`src/rtl/hs_fault_pkg.sv`:
```
// Package: bit positions, masks and the clear-request bundle shared by the
// hot-swap fault controller modules.
package hs_fault_pkg;
    localparam int NBITS = 6;
    localparam int B_OV  = 0;
    localparam int B_UV  = 1;
    localparam int B_OC  = 2;
    localparam int B_PB  = 3;
    localparam int B_EN  = 4;
    localparam int B_FS  = 5;

    typedef logic [NBITS-1:0] flag_vec_t;

    // Bits cleared by an enable fall.
    localparam flag_vec_t PART_MASK = 6'b001111;
    // Bits whose live status blocks clearing.
    localparam flag_vec_t PROT_MASK = 6'b101111;
    // Bits that hold the switch off.
    localparam flag_vec_t HOLD_MASK = 6'b000111;

    typedef struct packed {
        logic      full;
        logic      part;
        logic      wr;
        flag_vec_t wr_data;
    } clr_req_t;
endpackage

```
`src/rtl/hs_qual_timer.sv`:
```
// Persistence qualifier: the output is high when the input has been high
// for more than LIMIT consecutive cycles. Assumes a synchronous input.
module hs_qual_timer #(
    parameter int LIMIT = 6
) (
    input  logic clk,
    input  logic rst_n,
    input  logic in_i,
    output logic qual_o
);
    localparam int CW = $clog2(LIMIT + 1);

    logic [CW-1:0] cnt_q;

    // Count consecutive high cycles, saturating at LIMIT.
    always_ff @(posedge clk) begin
        if (!rst_n) begin
            cnt_q <= '0;
        end else if (!in_i) begin
            cnt_q <= '0;
        end else if (cnt_q != CW'(LIMIT)) begin
            cnt_q <= cnt_q + 1'b1;
        end
    end

    // Qualified once LIMIT earlier cycles were already high.
    always_comb qual_o = in_i && (cnt_q == CW'(LIMIT));
endmodule

```
`src/rtl/hs_fault_reg.sv`:
```
// Sticky fault register. Clears come in as a request bundle; bits flagged in
// prot_i resist every clear, and set_i wins over any clear in the same cycle.
module hs_fault_reg
    import hs_fault_pkg::*;
(
    input  logic      clk,
    input  logic      rst_n,
    input  flag_vec_t set_i,
    input  clr_req_t  clr_i,
    input  flag_vec_t prot_i,
    output flag_vec_t fault_o
);
    flag_vec_t clr_mask;
    flag_vec_t fault_q;

    // Merge the three clear sources into one mask, minus protected bits.
    always_comb begin
        clr_mask = '0;
        if (clr_i.full) clr_mask = clr_mask | {NBITS{1'b1}};
        if (clr_i.part) clr_mask = clr_mask | PART_MASK;
        if (clr_i.wr)   clr_mask = clr_mask | ~clr_i.wr_data;
        clr_mask = clr_mask & ~prot_i;
    end

    // Update the register: keep unless cleared, then OR in new sets.
    always_ff @(posedge clk) begin
        if (!rst_n) fault_q <= '0;
        else        fault_q <= (fault_q & ~clr_mask) | set_i;
    end

    assign fault_o = fault_q;
endmodule

```
`src/rtl/hs_holdoff.sv`:
```
// Switch hold-off select: sticky faults without auto-retry, live status
// with it. Purely combinational on registered inputs.
module hs_holdoff
    import hs_fault_pkg::*;
(
    input  logic      auto_retry_i,
    input  flag_vec_t status_i,
    input  flag_vec_t fault_i,
    output logic      hold_off_o
);
    // Pick the source vector by mode and reduce the hold bits.
    always_comb begin
        if (auto_retry_i) hold_off_o = |(status_i & HOLD_MASK);
        else              hold_off_o = |(fault_i & HOLD_MASK);
    end
endmodule

```
`src/rtl/hs_fault_ctrl.sv`:
```
// Hot-swap fault latch controller top. Registers live conditions into
// STATUS, feeds sets and clear events to the sticky FAULT register and
// derives power-good and switch hold-off. All inputs are synchronous and
// active high; CYC_PER_US sets the 2 us qualifier length.
module hs_fault_ctrl
    import hs_fault_pkg::*;
#(
    parameter int CYC_PER_US = 125,
    parameter int QUAL_US    = 2
) (
    input  logic       clk,
    input  logic       rst_n,
    input  logic       ov_i,
    input  logic       uv_i,
    input  logic       oc_i,
    input  logic       sense_hi_i,
    input  logic       gate_on_i,
    input  logic       fb_low_i,
    input  logic       vgs_low_i,
    input  logic       en_i,
    input  logic       sw_on_i,
    input  logic       uv_rst_i,
    input  logic       uvlo_i,
    input  logic       auto_retry_i,
    input  logic       wr_en_i,
    input  logic [5:0] wr_data_i,
    output logic [5:0] status_o,
    output logic [5:0] fault_o,
    output logic       hold_off_o,
    output logic       pgood_o
);
    localparam int LIMIT = QUAL_US * CYC_PER_US;
    localparam int NQ    = 2;

    logic [NQ-1:0] q_in;
    logic [NQ-1:0] q_out;
    flag_vec_t     cond;
    flag_vec_t     set_vec;
    flag_vec_t     status_q;
    flag_vec_t     fault_w;
    clr_req_t      clr_req;
    logic          en_q;
    logic          on_q;
    logic          en_fall;
    logic          on_fall;

    // Raw persistence inputs: index 0 power bad, index 1 UV reset level.
    always_comb begin
        q_in[0] = fb_low_i && gate_on_i && !vgs_low_i;
        q_in[1] = uv_rst_i;
    end

    for (genvar g = 0; g < NQ; g++) begin : g_qual
        hs_qual_timer #(.LIMIT(LIMIT)) u_qual (
            .clk    (clk),
            .rst_n  (rst_n),
            .in_i   (q_in[g]),
            .qual_o (q_out[g])
        );
    end

    // Previous levels of enable and switch-on, for fall detection.
    always_ff @(posedge clk) begin
        if (!rst_n) begin
            en_q <= 1'b0;
            on_q <= 1'b0;
        end else begin
            en_q <= en_i;
            on_q <= sw_on_i;
        end
    end

    // Fall detectors.
    always_comb begin
        en_fall = en_q && !en_i;
        on_fall = on_q && !sw_on_i;
    end

    // Live condition vector that becomes the next STATUS value.
    always_comb begin
        cond       = '0;
        cond[B_OV] = ov_i;
        cond[B_UV] = uv_i;
        cond[B_OC] = oc_i;
        cond[B_PB] = q_out[0];
        cond[B_EN] = en_i;
        cond[B_FS] = sense_hi_i && !gate_on_i;
    end

    // Set vector: conditions, with bit 4 flagging an enable fall instead.
    always_comb begin
        set_vec       = cond;
        set_vec[B_EN] = en_fall;
    end

    // Bundle the clear events for the fault register.
    always_comb begin
        clr_req.full    = on_fall || q_out[1] || uvlo_i;
        clr_req.part    = en_fall;
        clr_req.wr      = wr_en_i;
        clr_req.wr_data = wr_data_i;
    end

    // STATUS register follows the conditions one edge later.
    always_ff @(posedge clk) begin
        if (!rst_n) status_q <= '0;
        else        status_q <= cond;
    end

    hs_fault_reg u_fault (
        .clk     (clk),
        .rst_n   (rst_n),
        .set_i   (set_vec),
        .clr_i   (clr_req),
        .prot_i  (status_q & PROT_MASK),
        .fault_o (fault_w)
    );

    hs_holdoff u_hold (
        .auto_retry_i (auto_retry_i),
        .status_i     (status_q),
        .fault_i      (fault_w),
        .hold_off_o   (hold_off_o)
    );

    assign status_o = status_q;
    assign fault_o  = fault_w;
    assign pgood_o  = !status_q[B_PB];
endmodule

```
`config.mk`:
```
export PLATFORM = sky130hd
export DESIGN_NAME = hs_fault_ctrl
export DESIGN_NICKNAME = d
export VERILOG_FILES = /design/src/rtl/hs_fault_pkg.sv /design/src/rtl/hs_qual_timer.sv /design/src/rtl/hs_fault_reg.sv /design/src/rtl/hs_holdoff.sv /design/src/rtl/hs_fault_ctrl.sv
export SDC_FILE = /design/constraint.sdc
export NUM_CORES = 1
export LEC_CHECK = 0
export BUFFER_PORTS_ARGS = -buffer_cell sky130_fd_sc_hd__clkbuf_2
export CORE_MARGIN = 2
export CORE_UTILIZATION = 50
export CTS_CLUSTER_SIZE = 16
export DETAILED_ROUTE_END_ITERATION = 7
export PLACE_DENSITY_LB_ADDON = 0.1
export SETUP_SLACK_MARGIN = 0.3
export SLEW_MARGIN = 20
export SYNTH_ARGS = -nofsm -noshare
export SYNTH_HDL_FRONTEND = slang
export SYNTH_SLANG_ARGS = --single-unit
```
`constraint.sdc`:
```
create_clock -name clk -period 1.7 [get_ports clk]
set_input_delay 0.34 -clock clk [delete_from_list [all_inputs] [get_ports clk]]
set_output_delay 0.34 -clock clk [all_outputs]
set_load 0.02 [all_outputs]
```
==> metrics.txt <==
status=completed; commonest non-fill, non-tap cells in the layout=clkbuf_2, dfxtp_1, nor2_1, nand2_1, o21ai_0; crit path DAT=~1.1 ns; slew margin rel.=0.779; CTS buffer count=5; final-stage net count=between 150 and 200; # IOs=35; via count=approximately 1.1k; Initial DRT Pass Iterations=3; Netlist cell types=35; area grow syn2layout=29.0%; Critical Path Start Type=flip-flop; area of placed instances=0.00146 mm^2; Final HPWL DP=1850 um; DRT iter0 DRCs=6; Post-route DRC=0; crit-path max FO=2; Setup WS post-layout=0.255 ns; total power=between 1 and 1.5 mW; first-pass GRT wire length=4110 um; TritonCTS clock tree=yes; Vias/cell=roughly 5.3; PD cells=884 mW/mm^2; number of I/O port buffers=34; clk sink count=29; Yosys warning count=0; clock latency at the later pin of the worst-skew pair=0.33 ns; Synth Cell Area=0.00126 mm^2; Post-Synth XOR/XNOR Area=0.0766; vias in the first global route=984; share of layout cells above drive strength 1=0.366; placed cell count=just under 200; Placer Congestion=0.759; Layout Skew=0.00962 ns; crit end category=output pin; post-synthesis compound-gate area fraction=0.138; largest family of logic cells by synthesized area=simple AND/OR/NAND/NOR gates; Synth Area in Simple Gates=0.248; clk root buf=clkbuf_4; peak supply drop=0.694 mV; sequential area share after synthesis=0.462; WL final=2600 um; final worst path period share=0.850; RSZ-0062 raised after global routing=yes; die height=approximately 54 um; setup TNS=0 ns; Hold WC Path Type=in -> reg; mux contribution to synthesized area=0.00796; Syn Area/Cell=9.53 um^2; mean routed wirelength per cell=12.7 um; std cell rows=18; adder-cell share of the synthesized area=0.0398; Final Hold Fails=0; commonest non-fill, non-tap cell in the layout=clkbuf_2; Initial Util=0.517; Max Root-Sink Buffers=2; syn_nets=157; f_max=0.692 GHz; Slew @ Worst Pin=around 0.33 ns; ant diodes=0; remaining global-route overflow=0; overall routing resource usage=0.205; Final min period=1.45 ns; Crit Path Class=reg -> out; die area=0.00293 mm^2; Hold-fix buffers, CTS=0; largest net degree at the start of global routing=16; Final Slew Violations=0; post-layout util=0.667; H-Tree Depth=2; Place WS=0.250 ns; P_leak=0.687 nW; Antenna Nets Post-Route=0; Placeable Area=0.00243 mm^2; max cap viols=0; Die W=54.2 um; register bit total from synthesis=29; Final setup viols=0; Layout Cells excl Fill=roughly 210; Clock transition at path regs=about 0.08 ns; WHS=between 0.2 and 0.25 ns; Syn Inst Count=132; post-route cell area=0.00162 mm^2; Critical Path RT=1.36 ns; initial antenna violation count=0
report_power, final:
| group | internal [mW] | switching, mW |
|---|---|---|
| sequential | 0.698 | 0.0171 |
| combinational | 0.0597 | 0.0731 |
| clock | 0.351 | 0.234 |
routing by layer:
metal  up-vias  GRT usage  wire [um]
met5         -          0          0
met4         0      0.100         55
met3         5      0.100        157
met2        21      0.327       1250
met1       497      0.224       1130
li1        554          -          -
state kept, by name, summed over array words and instances (netlist names):
| signal | count |
|---|---|
| status_o | 6 |
| g_qual.u_qual.cnt_q | 16 |
| u_fault.fault_o | 6 |
| on_q | 1 |
worst paths after layout:
kind	end	slack (ns)	depth (start not counted)	start
max	hold_off_o	0.25	3	u_fault.fault_o[1]
min	status_o[5]	0.22	2	gate_on_i
max reg2reg	u_fault.fault_o[4]	0.31	6	g_qual[1].u_qual.cnt_q[0]
min reg2reg	u_fault.fault_o[5]	0.49	2	u_fault.fault_o[5]
cells in the mapped netlist:
library cell	number	share of area
and2_1	5	0.025
ha_1	4	0.040
a221oi_4	1	0.021
nor2_1	14	0.042
nor3_1	3	0.012
buf_4	1	0.0060
o22ai_1	1	0.0050
a211oi_2	1	0.0099
and4_1	2	0.014
o21ai_0	8	0.032
or3_4	1	0.0090
nand4_2	2	0.020
a21boi_2	1	0.0090
o211ai_2	1	0.0099
xor2_1	7	0.049
xnor2_1	4	0.028
o221ai_1	1	0.0070
a31oi_1	3	0.015
a211oi_1	1	0.0060
and3_1	1	0.0050
and4b_4	1	0.011
nand2b_1	3	0.015
nand2_1	8	0.024
nor4_1	1	0.0050
dfxtp_1	29	0.46
nand4_1	2	0.0099
a21oi_1	6	0.024
nand4b_1	1	0.0070
nand3_1	7	0.028
mux2i_1	1	0.0080
buf_2	1	0.0040
or3_1	2	0.0099
nor3b_1	1	0.0060
and3_2	1	0.0060
inv_1	6	0.018
cell type report:
type | count | area (um^2)
inverter | 6 | 25.0
multi-input combinational | 95 | 691
sequential | 29 | 588
fill | 199 | 811
clock inverter | 1 | 30.0
tap | 30 | 37.5
clock buffer | 7 | 55.1
timing repair buffer | 37 | 195
worst max-delay path, cell delays in order, from the launching register on:
cell and delay (ns):
dfxtp_2 0.33, nor4_2 0.23, a21oi_1 0.07, buf_4 0.16
kinds of logic (layout without fill, tap and decap cells):
| logic type | after synthesis | count (layout) |
|---|---|---|
| AOI/OAI and AO/OA | 24 | 24 |
| xor gates and xnor gates | 11 | 11 |
| adders and majority gates | 4 | 4 |
| buffers and inverters | 8 | 51 |
| DFF | 29 | 29 |
| muxes | 1 | 1 |
| and+or+nand+nor | 55 | 55 |
timing repair:
item | in CTS | in global routing
setup buffers | 2 | 0
pin swaps | 4 | 7
endpoints found under the setup margin | 5 | 10
resized for setup | 5 | 11
cloned | 0 | 0
Power figures use the tool's default switching activity.
